### src/rtl/osrx_pkg.sv
package osrx_pkg;

  typedef enum logic {
    RX_IDLE = 1'b0,
    RX_BUSY = 1'b1
  } rx_state_e;

  // two-of-three vote
  function automatic logic vote3(input logic a, input logic b, input logic c);
    return (a & b) | (a & c) | (b & c);
  endfunction

endpackage

### src/rtl/osrx_phase.sv
module osrx_phase #(
  parameter int OVS = 16,
  parameter int SMP = 8,
  parameter int PW  = 5
) (
  input  logic          clk,
  input  logic          rst_n,
  input  logic          tick,
  input  logic          rxd,
  input  logic          load,
  input  logic          run,
  output logic [PW-1:0] ph_now,
  output logic          fall,
  output logic          vote_ev,
  output logic          vote
);
  import osrx_pkg::*;

  localparam logic [PW-1:0] PH_LAST = PW'(OVS);
  localparam logic [PW-1:0] PH_A    = PW'(SMP);
  localparam logic [PW-1:0] PH_B    = PW'(SMP + 1);
  localparam logic [PW-1:0] PH_C    = PW'(SMP + 2);

  function automatic logic [PW-1:0] step_ph(input logic [PW-1:0] p);
    return (p == PH_LAST) ? PW'(1) : p + PW'(1);
  endfunction

  logic [PW-1:0] phase;
  logic          last_s;
  logic          s_a;
  logic          s_b;

  assign ph_now  = step_ph(phase);
  assign fall    = tick & last_s & ~rxd;
  assign vote_ev = tick & run & (ph_now == PH_C);
  assign vote    = vote3(s_a, s_b, rxd);

  always_ff @(posedge clk) begin
    if (!rst_n) begin
      phase  <= PH_LAST;
      last_s <= 1'b1;
      s_a    <= 1'b1;
      s_b    <= 1'b1;
    end else if (tick) begin
      last_s <= rxd;
      if (load)     phase <= PW'(1);
      else if (run) phase <= ph_now;
      if (run && ph_now == PH_A) s_a <= rxd;
      if (run && ph_now == PH_B) s_b <= rxd;
    end
  end

endmodule

### src/rtl/osrx_ctrl.sv
module osrx_ctrl #(
  parameter int OVS = 16,
  parameter int SMP = 8,
  parameter int DW  = 8,
  parameter int PW  = 5,
  parameter int IW  = 4
) (
  input  logic          clk,
  input  logic          rst_n,
  input  logic          tick,
  input  logic          fall,
  input  logic [PW-1:0] ph_now,
  input  logic          vote_ev,
  input  logic          vote,
  output logic          load,
  output logic          busy,
  output logic          start_ev,
  output logic          realign,
  output logic          char_done,
  output logic [DW-1:0] shreg
);
  import osrx_pkg::*;

  localparam logic [IW-1:0] IDX_STOP  = IW'(DW + 1);
  localparam logic [IW-1:0] IDX_LASTD = IW'(DW);
  localparam logic [PW-1:0] EARLY_LO  = PW'(SMP + 3);
  localparam logic [PW-1:0] LATE_HI   = PW'(SMP - 1);
  localparam logic [PW-1:0] PH_LAST   = PW'(OVS);

  rx_state_e     state;
  logic [IW-1:0] idx;
  logic          maj_last;
  logic          synced;
  logic          early;
  logic          late;
  logic          false_start;

  assign busy        = (state == RX_BUSY);
  assign start_ev    = tick & ~busy & fall;
  assign early       = tick & busy & maj_last & fall & (ph_now >= EARLY_LO)
                       & (idx != '0) & (idx <= IDX_LASTD);
  assign late        = tick & busy & maj_last & fall & (ph_now >= PW'(2))
                       & (ph_now <= LATE_HI) & ~synced & (idx >= IW'(2));
  assign realign     = early | late;
  assign load        = start_ev | realign;
  assign char_done   = vote_ev & (idx == IDX_STOP);
  assign false_start = vote_ev & (idx == '0) & vote;

  always_ff @(posedge clk) begin
    if (!rst_n) begin
      state    <= RX_IDLE;
      idx      <= '0;
      maj_last <= 1'b0;
      synced   <= 1'b0;
      shreg    <= '0;
    end else if (tick) begin
      if (!busy) begin
        if (start_ev) begin
          state    <= RX_BUSY;
          idx      <= '0;
          maj_last <= 1'b0;
          synced   <= 1'b0;
        end
      end else if (vote_ev) begin
        maj_last <= vote;
        if (idx != '0 && idx <= IDX_LASTD) shreg <= {vote, shreg[DW-1:1]};
        if (false_start || char_done) state <= RX_IDLE;
      end else if (early) begin
        idx    <= idx + IW'(1);
        synced <= 1'b1;
      end else if (late) begin
        synced <= 1'b1;
      end else if (ph_now == PH_LAST) begin
        idx    <= idx + IW'(1);
        synced <= 1'b0;
      end
    end
  end

endmodule

### src/rtl/osrx_buf.sv
module osrx_buf #(
  parameter int DW = 8
) (
  input  logic          clk,
  input  logic          rst_n,
  input  logic          wr,
  input  logic [DW-1:0] din,
  input  logic          rd,
  output logic [DW-1:0] data,
  output logic          full
);

  always_ff @(posedge clk) begin
    if (!rst_n) begin
      data <= '0;
      full <= 1'b0;
    end else begin
      if (wr) data <= din;
      if (wr)      full <= 1'b1;
      else if (rd) full <= 1'b0;
    end
  end

endmodule

### src/rtl/osrx_top.sv
module osrx_top #(
  parameter int OVS = 16,
  parameter int SMP = 8,
  parameter int DW  = 8
) (
  input  logic          clk,
  input  logic          rst_n,
  input  logic          rt_tick,
  input  logic          rxd_in,
  input  logic          irq_en,
  input  logic          rd_strobe,
  output logic [DW-1:0] rx_data,
  output logic          rx_full,
  output logic          rx_irq
);

  localparam int PW = $clog2(OVS) + 1;
  localparam int IW = $clog2(DW + 2);

  logic [PW-1:0] ph_now;
  logic          fall;
  logic          vote_ev;
  logic          vote;
  logic          load;
  logic          busy;
  logic          start_ev;
  logic          realign;
  logic          char_done;
  logic [DW-1:0] shreg;

  osrx_phase #(.OVS(OVS), .SMP(SMP), .PW(PW)) u_phase (
    .clk(clk), .rst_n(rst_n), .tick(rt_tick), .rxd(rxd_in),
    .load(load), .run(busy), .ph_now(ph_now), .fall(fall),
    .vote_ev(vote_ev), .vote(vote)
  );

  osrx_ctrl #(.OVS(OVS), .SMP(SMP), .DW(DW), .PW(PW), .IW(IW)) u_ctrl (
    .clk(clk), .rst_n(rst_n), .tick(rt_tick), .fall(fall),
    .ph_now(ph_now), .vote_ev(vote_ev), .vote(vote), .load(load),
    .busy(busy), .start_ev(start_ev), .realign(realign),
    .char_done(char_done), .shreg(shreg)
  );

  osrx_buf #(.DW(DW)) u_buf (
    .clk(clk), .rst_n(rst_n), .wr(char_done), .din(shreg),
    .rd(rd_strobe), .data(rx_data), .full(rx_full)
  );

  assign rx_irq = rx_full & irq_en;

endmodule

### config.mk
export PLATFORM = sky130hd
export DESIGN_NAME = osrx_top
export DESIGN_NICKNAME = d
export VERILOG_FILES = /design/src/rtl/osrx_pkg.sv /design/src/rtl/osrx_phase.sv /design/src/rtl/osrx_ctrl.sv /design/src/rtl/osrx_buf.sv /design/src/rtl/osrx_top.sv
export SDC_FILE = /design/constraint.sdc
export NUM_CORES = 1
export LEC_CHECK = 0
export BUFFER_PORTS_ARGS = -buffer_cell sky130_fd_sc_hd__buf_2
export CAP_MARGIN = 5
export CORE_ASPECT_RATIO = 1.1
export CORE_UTILIZATION = 58
export CTS_CLUSTER_DIAMETER = 200
export CTS_CLUSTER_SIZE = 14
export DETAILED_ROUTE_END_ITERATION = 12
export PLACE_DENSITY = 0.78
export SLEW_MARGIN = 20
export SYNTH_ARGS = -nofsm -noshare
export SYNTH_HDL_FRONTEND = slang
export SYNTH_SLANG_ARGS = --single-unit
### constraint.sdc
create_clock -name clk -period 2.5 [get_ports clk]
set_input_delay 0.5 -clock clk [delete_from_list [all_inputs] [get_ports clk]]
set_output_delay 0.5 -clock clk [all_outputs]
set_load 0.01 [all_outputs]
==> results of run 1 <==
## power groups by stage
stage / registers, µW / logic [µW] / clock network (µW)
after floorplan: 531 / 73.8 / 0
after global placement: 536 / 89.1 / 0
after detailed placement: 537 / 91.9 / 0
after CTS: 525 / 93.9 / 403
after global routing: 527 / 105 / 425
final: 526 / 95.7 / 398
## worst paths after layout
check / endpoint / depth (start not counted)
setup / recovery: u_ctrl.shreg[5] / 9
hold / removal: u_buf.full / 3
setup reg to reg: u_ctrl.shreg[5] / 9
hold reg to reg: u_ctrl.shreg[0] / 2
## per-stage QoR
stage / hold slack, ps / util
finish: 430 / 0.692
global route: 451 / 0.692
CTS: 430 / 0.689
detailed placement: 452 / 0.661
global placement: 440 / 0.661
floorplan: 430 / -
## synth_stat cells (2+ instances only)
| master | count |
|---|---|
| a21boi_1 | 10 |
| a21oi_1 | 7 |
| and2_1 | 2 |
| buf_4 | 3 |
| clkbuf_1 | 5 |
| dfxtp_1 | 32 |
| ha_1 | 6 |
| inv_1 | 6 |
| mux2i_1 | 12 |
| nand2_1 | 29 |
| nand2b_1 | 4 |
| nand3_1 | 14 |
| nand3b_1 | 5 |
| nand4_1 | 2 |
| nor2_1 | 12 |
| nor2b_1 | 9 |
| nor3b_1 | 2 |
| o211ai_1 | 2 |
| o21ai_0 | 5 |
| o31ai_1 | 2 |
## cell type report
type	instances	area [µm²]
fillers	247	872
flip-flops and latches	32	642
well taps	33	41.3
repair buffers	22	128
multi-input cells	152	1040
clock inverters	3	42.5
clock buffers	5	37.5
inverters	6	22.5
## layer usage
metal	vias up	wire, µm	global-route usage
met1	730	1770	0.338
met5	-	0	0
li1	749	-	-
met3	2	103	0.0458
met2	31	1900	0.458
met4	0	16	0.0769
## cells in the final DEF (no fill, tap or decap), types with 4 or more instances in the layout
master / n
nand3_1: 14
nand3b_1: 5
nor2_1: 12
ha_1: 4
buf_4: 7
clkbuf_4: 5
nand2b_1: 4
nor2b_1: 9
inv_1: 6
dfxtp_1: 31
buf_2: 15
a21boi_1: 10
o21ai_0: 5
mux2i_1: 12
a21oi_1: 7
nand2_1: 29
## timing repair
action                                  in CTS  in global routing
endpoints found under the setup margin       0                  7
gates resized for setup                      0                  3
setup buffers                                0                  0
## worst max-delay path: stages (launching register included)
cell and delay, ps:
dfxtp_2 360, inv_1 120, ha_2 220, nand2b_1 80, mux4_2 490, nor3_4 220
and3_1 330, buf_4 190, nand3_1 80, a21boi_1 160
## cell families after synthesis
logic type,Yosys count,share of synthesized area
compound gates,42,0.183
xor+xnor,1,0.00500
fa+ha+maj,7,0.0485
buf+inv,15,0.0428
flops,32,0.365
mux,13,0.0814
simple gates,89,0.274
## flip-flops by register name, summed over array words and instances (netlist names)
name             flops
u_phase.last_s       1
u_ctrl.shreg         8
u_ctrl.maj_last      1
u_phase.s_b          1
u_phase.s_a          1
u_ctrl.synced        1
u_buf.data           8
u_buf.full           1
u_ctrl.idx           4
u_phase.phase        5
u_ctrl.busy          1
==> summary.txt, run 1 <==
Run
  • MaxCap Viol Count: 0

Detailed routing
  • Total number of vias: around 1500
  • Post-detailed-route wirelength per cell: approximately 15 µm
  • ANT nets after route: 0
  • Per-cell via count in the routed design: 5.98
  • Routed Wire Length: between 3000 and 4000 µm
  • DR pass1 iterations: 4
  • Residual DRC count: 0
  • Number of design-rule violations left by the first detailed-router iteration: 41

Timing
  • Number of pins exceeding their max-slew limit in the final report: 0
  • Highest Clock Rate: approximately 0.43 GHz
  • Post-route worst setup slack: about 170 ps
  • Unrepaired setup endpoints after global routing: no
  • Period Utilization, post-route: 0.934
  • Crit path time final: ~2300 ps
  • Post-route clock skew: 15.0 ps
  • Headroom to the max-slew limit: 0.635
  • Worst slew pin tran: ~540 ps
  • Final number of hold-violating endpoints: 0
  • Sum of negative setup slack: 0 ps
  • Final setup violating endpoints: 0

Placed design
  • Instance area after placement: 0.00187 mm²
  • Routability cong.: ~0.91
  • Buffers added on ports: 15
  • HPWL after detailed placement: between 2000 and 3000 µm
  • Cells after DPL: about 250
  • Dpl ws: 165 ps

Global route
  • Global-route wire length before repair: roughly 6300 µm
  • All-layer global routing usage: 0.268
  • Largest net degree at the start of global routing: 24
  • Initial antenna violation count: 0
  • Number of global-route vias before repair: 1386
  • Overflow left after global routing: 0

Yosys
  • Synthesis-stage register bit count: 32
  • Cells after Synth: roughly 200
  • Main flop type after synthesis: dfxtp_1
  • Netlist area before placement: between 0.0015 and 0.002 mm²
  • Count of yosys warnings during synthesis: 0
  • Post-synth net total: around 210
  • Seq/Total Area, Yosys: 0.365
  • Count of flip-flops with a built-in enable after synthesis: 0
  • Area share of the largest cell type after synthesis: 0.365
  • Area leader, netlist: dfxtp_1
  • Distinct cell type count after synthesis: 50
  • Largest cells by area after synthesis: dfxtp_1 (37%), mux2i_1 (6.9%), nand2_1 (6.2%), a21boi_1 (4.3%), ha_1 (4.3%)
  • Post-synth ARST share: 0
  • Average size of a mapped cell: approximately 8.8 µm²

CTS
  • Number of H-tree levels: 2
  • Maximum root-to-sink buffer count: 2
  • Clock tree root buffer cell: clkbuf_4
  • Clock input transition at the sequential cells of the worst setup and hold paths: 120 ps
  • Clock network latency to the later pin of the worst-skew pair: between 300 and 400 ps
  • Count of clock tree sinks: 32
  • Clock tree from TritonCTS: done
  • Num CTS Buffers: 5
  • Count of hold-fix buffers inserted at cts: 0

Pwr
  • Power per standard cell area: 521 mW/mm²
  • Part of the power in registers: 0.516
  • Fraction of power spent switching nets: 0.251
  • IR drop worst, VDD: between 0.5 and 0.6 mV
  • Combinational cell fraction of total power: 0.094
  • Clock Power Share: 0.390
  • Cell-internal power: 764 µW
  • Power spent charging and discharging nets: between 200 and 300 µW
  • Design Power: around 1000 µW
  • Leakage dissipation: roughly 0.00074 µW

Floorplanning
  • Area of the core region: 0.00283 mm²
  • Width of the die: between 50 and 60 µm
  • Effective utilization at floorplan: 0.620
  • Top-level port count: 16
  • Die Footprint: 0.00325 mm²
  • Row cnt: 20
  • Overall die height: between 50 and 60 µm

Setup path
  • CP max FO: 7
  • Category of the worst setup path launch point: register
  • Startpoint of the most critical register-to-register path: u_phase.phase[0]
  • Crit path arrival time: 2590 ps
  • Worst Setup Path Type: register to register
  • Required time at the worst-slack endpoint: 2760 ps
  • Worst Setup SP: u_phase.phase[0]
  • Crit end category: register
  • Register-to-register path setup slack: 170 ps

Cells and area
  • Final antenna diode count: 0
  • Synthesis-to-layout area growth: 11.6%
  • Post-Layout Cell Count: 253
  • Fraction of layout instances using a drive strength above 1: 0.186
  • Finished layout cell area: about 0.0020 mm²
  • Nets@finish: between 200 and 250

Outcome
  • Status: complete, no violations

Worst hold path
  • Beginning of the worst hold path: rd_strobe
  • Class of the tightest hold or removal check: input port to register
Power figures use the tool's default switching activity.
==> inputs of run 2 (changes only) <==
BUFFER_PORTS_ARGS = default   (was -buffer_cell sky130_fd_sc_hd__buf_2)
CORE_UTILIZATION = 62   (was 58)
DONT_BUFFER_PORTS = 1   (was default)
==> summary.txt, run 2 (synthesized netlist as in run 1, its figures left out) <==
Outcome
  • Status: complete, no violations

Cells and area
  • Commonest cells after routing, fill and taps aside: dfxtp_1 (32), nand2_1 (29), nand3_1 (14)
  • Final antenna diode count: 0
  • Leading cell type in the layout, fill and taps excluded: dfxtp_1
  • Post-Layout Cell Count: between 200 and 250
  • Fraction of layout instances using a drive strength above 1: 0.114
  • Registers with the most flip-flops: u_buf.data (8), u_ctrl.shreg (8), u_phase.phase (5)
  • Area occupied by multi-input gates: around 0.0011 mm²
  • Nets@finish: ~210
  • Synthesis-to-layout area growth: 5.14%
  • Sequential cell area: 641 µm²
  • Fillcell total: 209

Timing
  • Sum of negative setup slack: 0 ps
  • Post-route clock skew: between 10 and 15 ps
  • Worst slew pin tran: 622 ps
  • Period Utilization, post-route: 0.939
  • Final number of hold-violating endpoints: 0
  • Number of pins exceeding their max-slew limit in the final report: 0
  • Headroom to the max-slew limit: 0.582
  • Crit path time final: 2350 ps
  • Final setup violating endpoints: 0
  • Unrepaired setup endpoints after global routing: yes
  • Highest Clock Rate: roughly 0.43 GHz

Setup path
  • Standard cell with the maximum stage delay on the critical path: or4b_1
  • Crit end category: register
  • Critical-path cell list: ha_2 -> buf_4 -> nor2b_1 -> a211oi_1 -> o32ai_2 -> a2bb2oi_2 -> or4b_1 -> a31oi_1
  • Crit path arrival time: roughly 2600 ps
  • CP max FO: 8
  • Category of the worst setup path launch point: register
  • Required time at the worst-slack endpoint: 2750 ps
  • Worst Setup Path Type: register to register
  • Cell count of the worst reg-to-reg path: 8
  • Delay contributed by the slowest stage of the critical path: around 480 ps

CTS
  • Num CTS Buffers: 5
  • Clock input transition at the sequential cells of the worst setup and hold paths: around 110 ps
  • Clock tree from TritonCTS: done
  • Count of clock tree sinks: 32
  • Number of post-CTS setup repair buffers: 0
  • Clock network latency to the later pin of the worst-skew pair: about 330 ps
  • Number of H-tree levels: 2
  • Maximum root-to-sink buffer count: 2
  • Clock tree root buffer cell: clkbuf_4

Placed design
  • HPWL after detailed placement: 2520 µm
  • Routability cong.: between 0.9 and 1
  • Cells after DPL: approximately 230
  • Buffers added on ports: 0

Pwr
  • Cell-internal power: ~660 µW
  • IR drop worst, VDD: between 0.4 and 0.5 mV
  • Design Power: just under 900 µW
  • Power spent charging and discharging nets: ~240 µW
  • Leakage dissipation: roughly 0.00064 µW
  • Fraction of power spent switching nets: 0.264
  • Combinational cell fraction of total power: 0.094
  • Part of the power in registers: 0.591
  • Power per standard cell area: just under 500 mW/mm²
  • Clock Power Share: 0.315

Detailed routing
  • Per-cell via count in the routed design: between 6 and 7
  • Total number of vias: between 1000 and 1500
  • Post-detailed-route wirelength per cell: between 15 and 20 µm
  • Residual DRC count: 0
  • ANT nets after route: 0
  • Number of design-rule violations left by the first detailed-router iteration: 54
  • Routed Wire Length: 3520 µm
  • DR pass1 iterations: 4

Floorplanning
  • Overall die height: about 58 µm
  • Area of the core region: around 0.0026 mm²
  • Effective utilization at floorplan: 0.676
  • Width of the die: 52.7 µm
  • Top-level port count: 16
  • Row cnt: 19
  • Die Footprint: about 0.0030 mm²

Global route
  • Global-route wire length before repair: 6180 µm
  • All-layer global routing usage: 0.275
  • Overflow left after global routing: 0
  • Number of global-route vias before repair: between 1000 and 1500
  • Initial antenna violation count: 0
  • Largest net degree at the start of global routing: 24

Worst hold path
  • Class of the tightest hold or removal check: input port to register
  • Hold Path Cell Cnt: 1

Run
  • MaxCap Viol Count: 0
run 2: per-layer routing:
| layer | up-vias | routed length (µm) | global-route usage |
|---|---|---|---|
| met5 | - | 0 | 0 |
| met4 | 0 | 46 | 0.109 |
| met3 | 7 | 205 | 0.0761 |
| met2 | 34 | 1840 | 0.463 |
| met1 | 684 | 1430 | 0.325 |
| li1 | 710 | - | - |
run 2: worst paths after layout:
| path | start | endpoint | slack, ps |
|---|---|---|---|
| worst min-delay path | rst_n | u_phase.s_a | 230 |
| worst min register to register | u_ctrl.shreg[0] | u_ctrl.shreg[0] | 470 |
| worst max-delay path | u_phase.phase[0] | u_ctrl.idx[3] | 150 |
| worst max register to register | u_phase.phase[0] | u_ctrl.idx[3] | 150 |
run 2: metrics by stage:
| stage | worst slack [ps] | util | instance area [µm²] | hold WS [ps] |
|---|---|---|---|---|
| 6_report | 154 | 0.711 | 1840 | 229 |
| 5_1_grt | -15.8 | 0.711 | 1840 | 203 |
| 4_1_cts | 69.6 | 0.705 | 1830 | 216 |
| 3_5_place_dp | 121 | 0.686 | 1780 | 462 |
| 3_3_place_gp | 183 | 0.686 | 1780 | 443 |
| 2_1_floorplan | 270 | - | 1750 | 430 |
run 2: cell type report:
| type | instances | area share |
|---|---|---|
| sequential | 32 | 0.348 |
| clock inverter | 2 | 0.00679 |
| tap | 31 | 0.0210 |
| timing repair buffer | 5 | 0.0204 |
| multi-input combinational | 152 | 0.572 |
| clock buffer | 5 | 0.0204 |
| inverter | 6 | 0.0122 |
run 2: worst max-delay path: cells and delay by family, from the launching register on:
kind                     cells  cell delay [ps]
flip-flops                   1              420
AND/OR/NAND/NOR              2              650
buffers and inverters        1              150
adder cells (fa/ha/maj)      1              270
AO/OA/AOI/OAI                4              760
run 2: power groups by stage:
stage	registers [µW]	clock network [µW]	logic, µW
finish	527	281	84.2
global route	529	302	92.9
CTS	527	283	79.3
detailed placement	539	0	78.8
global placement	538	0	77.9
floorplan	531	0	73.8
run 2: repair_timing:
action / 4_1_cts / 5_1_grt
setup endpoints to repair: 0 / 21
gates resized for setup: 0 / 4
hold endpoints to repair: 0 / 0
hold buffers: 0 / 0
==> inputs of run 3 (changes only) <==
CELL_PAD_IN_SITES_DETAIL_PLACEMENT = 0   (was default)
CELL_PAD_IN_SITES_GLOBAL_PLACEMENT = 2   (was default)
CORE_UTILIZATION = 39   (was 62)
PLACE_DENSITY = default   (was 0.78)
PLACE_DENSITY_LB_ADDON = 0.1   (was default)
SLEW_MARGIN = default   (was 20)
SYNTH_HIERARCHICAL = 1   (was default)
==> summary.txt, run 3 <==
Global route
  • Number of global-route vias before repair: 1346
  • Initial antenna violation count: 0
  • Largest net degree at the start of global routing: 29
  • All-layer global routing usage: 0.171
  • Overflow left after global routing: 0
  • Global-route wire length before repair: 5980 µm

Yosys
  • Post-synth ARST share: 0
  • Main flop type after synthesis: dfxtp_1
  • Count of flip-flops with a built-in enable after synthesis: 0
  • Average size of a mapped cell: 9.32 µm²
  • Netlist area before placement: 0.00172 mm²
  • Synthesis-stage register bit count: 32
  • Area leader, netlist: dfxtp_1
  • Leading post-synthesis cells by instance count: dfxtp_1 (32), mux2i_1 (19), nor2b_1 (19)
  • Seq/Total Area, Yosys: 0.372
  • Dominant cell by count in the synthesized netlist: dfxtp_1
  • Cells after Synth: around 190
  • Largest cells by area after synthesis: dfxtp_1 (37%), mux2i_1 (11%), nor2b_1 (6.9%), ha_1 (5.8%), a21oi_1 (2.6%)
  • Distinct cell type count after synthesis: 45
  • Post-synth net total: between 150 and 200
  • Count of yosys warnings during synthesis: 6
  • Area share of the largest cell type after synthesis: 0.372

Detailed routing
  • Highest layer used for signal routing: met4
  • Routed Wire Length: around 3700 µm
  • ANT nets after route: 0
  • Number of design-rule violations left by the first detailed-router iteration: between 50 and 60
  • DR pass1 iterations: 4
  • Post-detailed-route wirelength per cell: 14.3 µm
  • WL met3: 149 µm
  • Routed length on met1: ~1600 µm
  • Per-cell via count in the routed design: 5.30
  • Residual DRC count: 0
  • Total number of vias: about 1400
  • Routed wl met2: around 1900 µm

Timing
  • Sum of negative setup slack: 0 ps
  • Post-route worst setup slack: roughly 110 ps
  • Worst slew pin tran: ~450 ps
  • WHS: about 270 ps
  • Headroom to the max-slew limit: 0.694
  • Crit path time final: 2390 ps
  • Post-route clock skew: between 5 and 6 ps
  • Period Utilization, post-route: 0.955
  • Highest Clock Rate: ~0.42 GHz
  • Number of pins exceeding their max-slew limit in the final report: 0
  • Final setup violating endpoints: 0
  • Final number of hold-violating endpoints: 0

Cells and area
  • Synthesis-to-layout area growth: 21.8%
  • Fillcell total: 420
  • Registers with the most flip-flops: u_buf/data (8), u_ctrl/shreg (8), u_phase/phase (5)
  • Finished layout cell area: roughly 0.0021 mm²
  • Leading cell type in the layout, fill and taps excluded: dfxtp_1
  • Utilization after layout: 0.494
  • Final antenna diode count: 0
  • Commonest cells after routing, fill and taps aside: dfxtp_1 (29), mux2i_1 (19), nor2b_1 (19)
  • Nets@finish: 220
  • Fraction of layout instances using a drive strength above 1: 0.251

Outcome
  • Status: complete, no violations

Setup path
  • Startpoint of the most critical register-to-register path: u_phase/phase[1]
  • Critical-path cell list: ha_4 -> nand2_2 -> mux4_2 -> nor4b_4 -> buf_4 -> nand2_2 -> nor3_4 -> buf_4 -> mux2i_1 -> nor2b_1
  • Endpoint of the worst-slack reg-to-reg timing path: u_buf/data[6]
  • Delay contributed by the slowest stage of the critical path: between 500 and 600 ps
  • Standard cell with the maximum stage delay on the critical path: mux4_2
  • Crit path arrival time: between 2000 and 3000 ps
  • Termination of the worst setup path: u_buf/data[6]
  • Crit end category: register
  • Register-to-register path setup slack: ~110 ps
  • Category of the worst setup path launch point: register
  • Worst Setup SP: u_phase/phase[1]
  • Cell count of the worst reg-to-reg path: 10
  • CP max FO: 5
  • Required time at the worst-slack endpoint: ~2700 ps
  • Worst Setup Path Type: register to register

Placed design
  • Dpl ws: -25.2 ps
  • Instance area after placement: around 0.0019 mm²
  • HPWL after detailed placement: roughly 2700 µm
  • Buffers added on ports: 0
  • Routability cong.: between 0.8 and 0.9

Worst hold path
  • Class of the tightest hold or removal check: input port to register
  • Beginning of the worst hold path: rst_n

Floorplanning
  • Die Footprint: between 0.004 and 0.005 mm²
  • Area of the core region: between 0.004 and 0.005 mm²
  • Width of the die: around 65 µm
  • Row cnt: 25
  • Top-level port count: 16
  • Overall die height: 71.7 µm
  • Effective utilization at floorplan: 0.405

CTS
  • Clock network latency to the later pin of the worst-skew pair: between 200 and 300 ps
  • Clock input transition at the sequential cells of the worst setup and hold paths: around 70 ps
  • Num CTS Buffers: 5
  • Number of H-tree levels: 2
  • Clock tree from TritonCTS: done
  • Count of hold-fix buffers inserted at cts: 0
  • Count of clock tree sinks: 32
  • Maximum root-to-sink buffer count: 2
  • Clock tree root buffer cell: clkbuf_8

Run
  • MaxCap Viol Count: 0

Pwr
  • Leakage dissipation: about 0.0007 µW
  • IR drop worst, VDD: roughly 0.35 mV
  • Power per standard cell area: 468 mW/mm²
-- run 3: worst min-delay path by stage --
| stage | cells after the start | slack (ps) | end |
|---|---|---|---|
| global route | 1 | 270 | u_phase/last_s |
| finish | 1 | 270 | u_phase/last_s |
| global placement | 2 | 440 | u_phase/last_s |
| CTS | 1 | 260 | u_phase/last_s |
| floorplan | 2 | 430 | u_phase/last_s |
| detailed placement | 2 | 460 | u_phase/last_s |
-- run 3: layout make-up --
| type | count | area, µm² | share of cell area |
|---|---|---|---|
| multi-input cells | 139 | 1100 | 0.523 |
| clock inverters | 3 | 18.8 | 0.00894 |
| flip-flops and latches | 32 | 649 | 0.309 |
| inverters | 9 | 38.8 | 0.0185 |
| well taps | 54 | 67.6 | 0.0322 |
| clock buffers | 5 | 68.8 | 0.0328 |
| repair buffers | 19 | 159 | 0.0757 |
-- run 3: through the flow --
stage / power, µW / instances
after floorplan: 574 / 185
after global placement: 589 / 248
after detailed placement: 589 / 248
after CTS: 993 / 258
after global routing: 1020 / 261
final: 982 / 261
-- run 3: power by group --
group | leakage (µW) | internal [µW] | total, µW | switching [µW]
Combinational | 0.000400 | 33.8 | 67.5 | 33.7
Sequential | 0.000260 | 512 | 517 | 5.21
Clock | 0.0000479 | 194 | 397 | 204
Total | 0.000708 | 740 | 982 | 242
-- run 3: what timing repair did --
item	CTS	global route
setup buffers	2	2
gates cloned	0	1
pin swaps	3	5
gates resized for setup	3	23
setup endpoints to repair	10	23
-- run 3: per-layer routing --
metal | vias to the layer above | track usage
met5 | - | 0
met4 | 0 | 0.0870
met3 | 6 | 0.0462
met2 | 31 | 0.292
met1 | 649 | 0.193
li1 | 698 | -
-- run 3: logic make-up (layout without fill, tap and decap cells) --
group | count (synthesis) | count (layout) | share of synthesized area
DFF | 32 | 32 | 0.372
AOI/OAI and AO/OA | 34 | 34 | 0.138
muxes | 20 | 20 | 0.123
adders and majority gates | 9 | 9 | 0.0639
and+or+nand+nor | 75 | 75 | 0.256
xor gates and xnor gates | 1 | 1 | 0.00508
buffers and inverters | 14 | 36 | 0.0421
-- run 3: worst max-delay path, delay by kind of cell, from the launching register on --
family,cells,cell delay (ps)
AND/OR/NAND/NOR,5,640
adder cells (fa/ha/maj),1,170
multiplexers,2,700
buffers and inverters,2,370
flip-flops,1,390
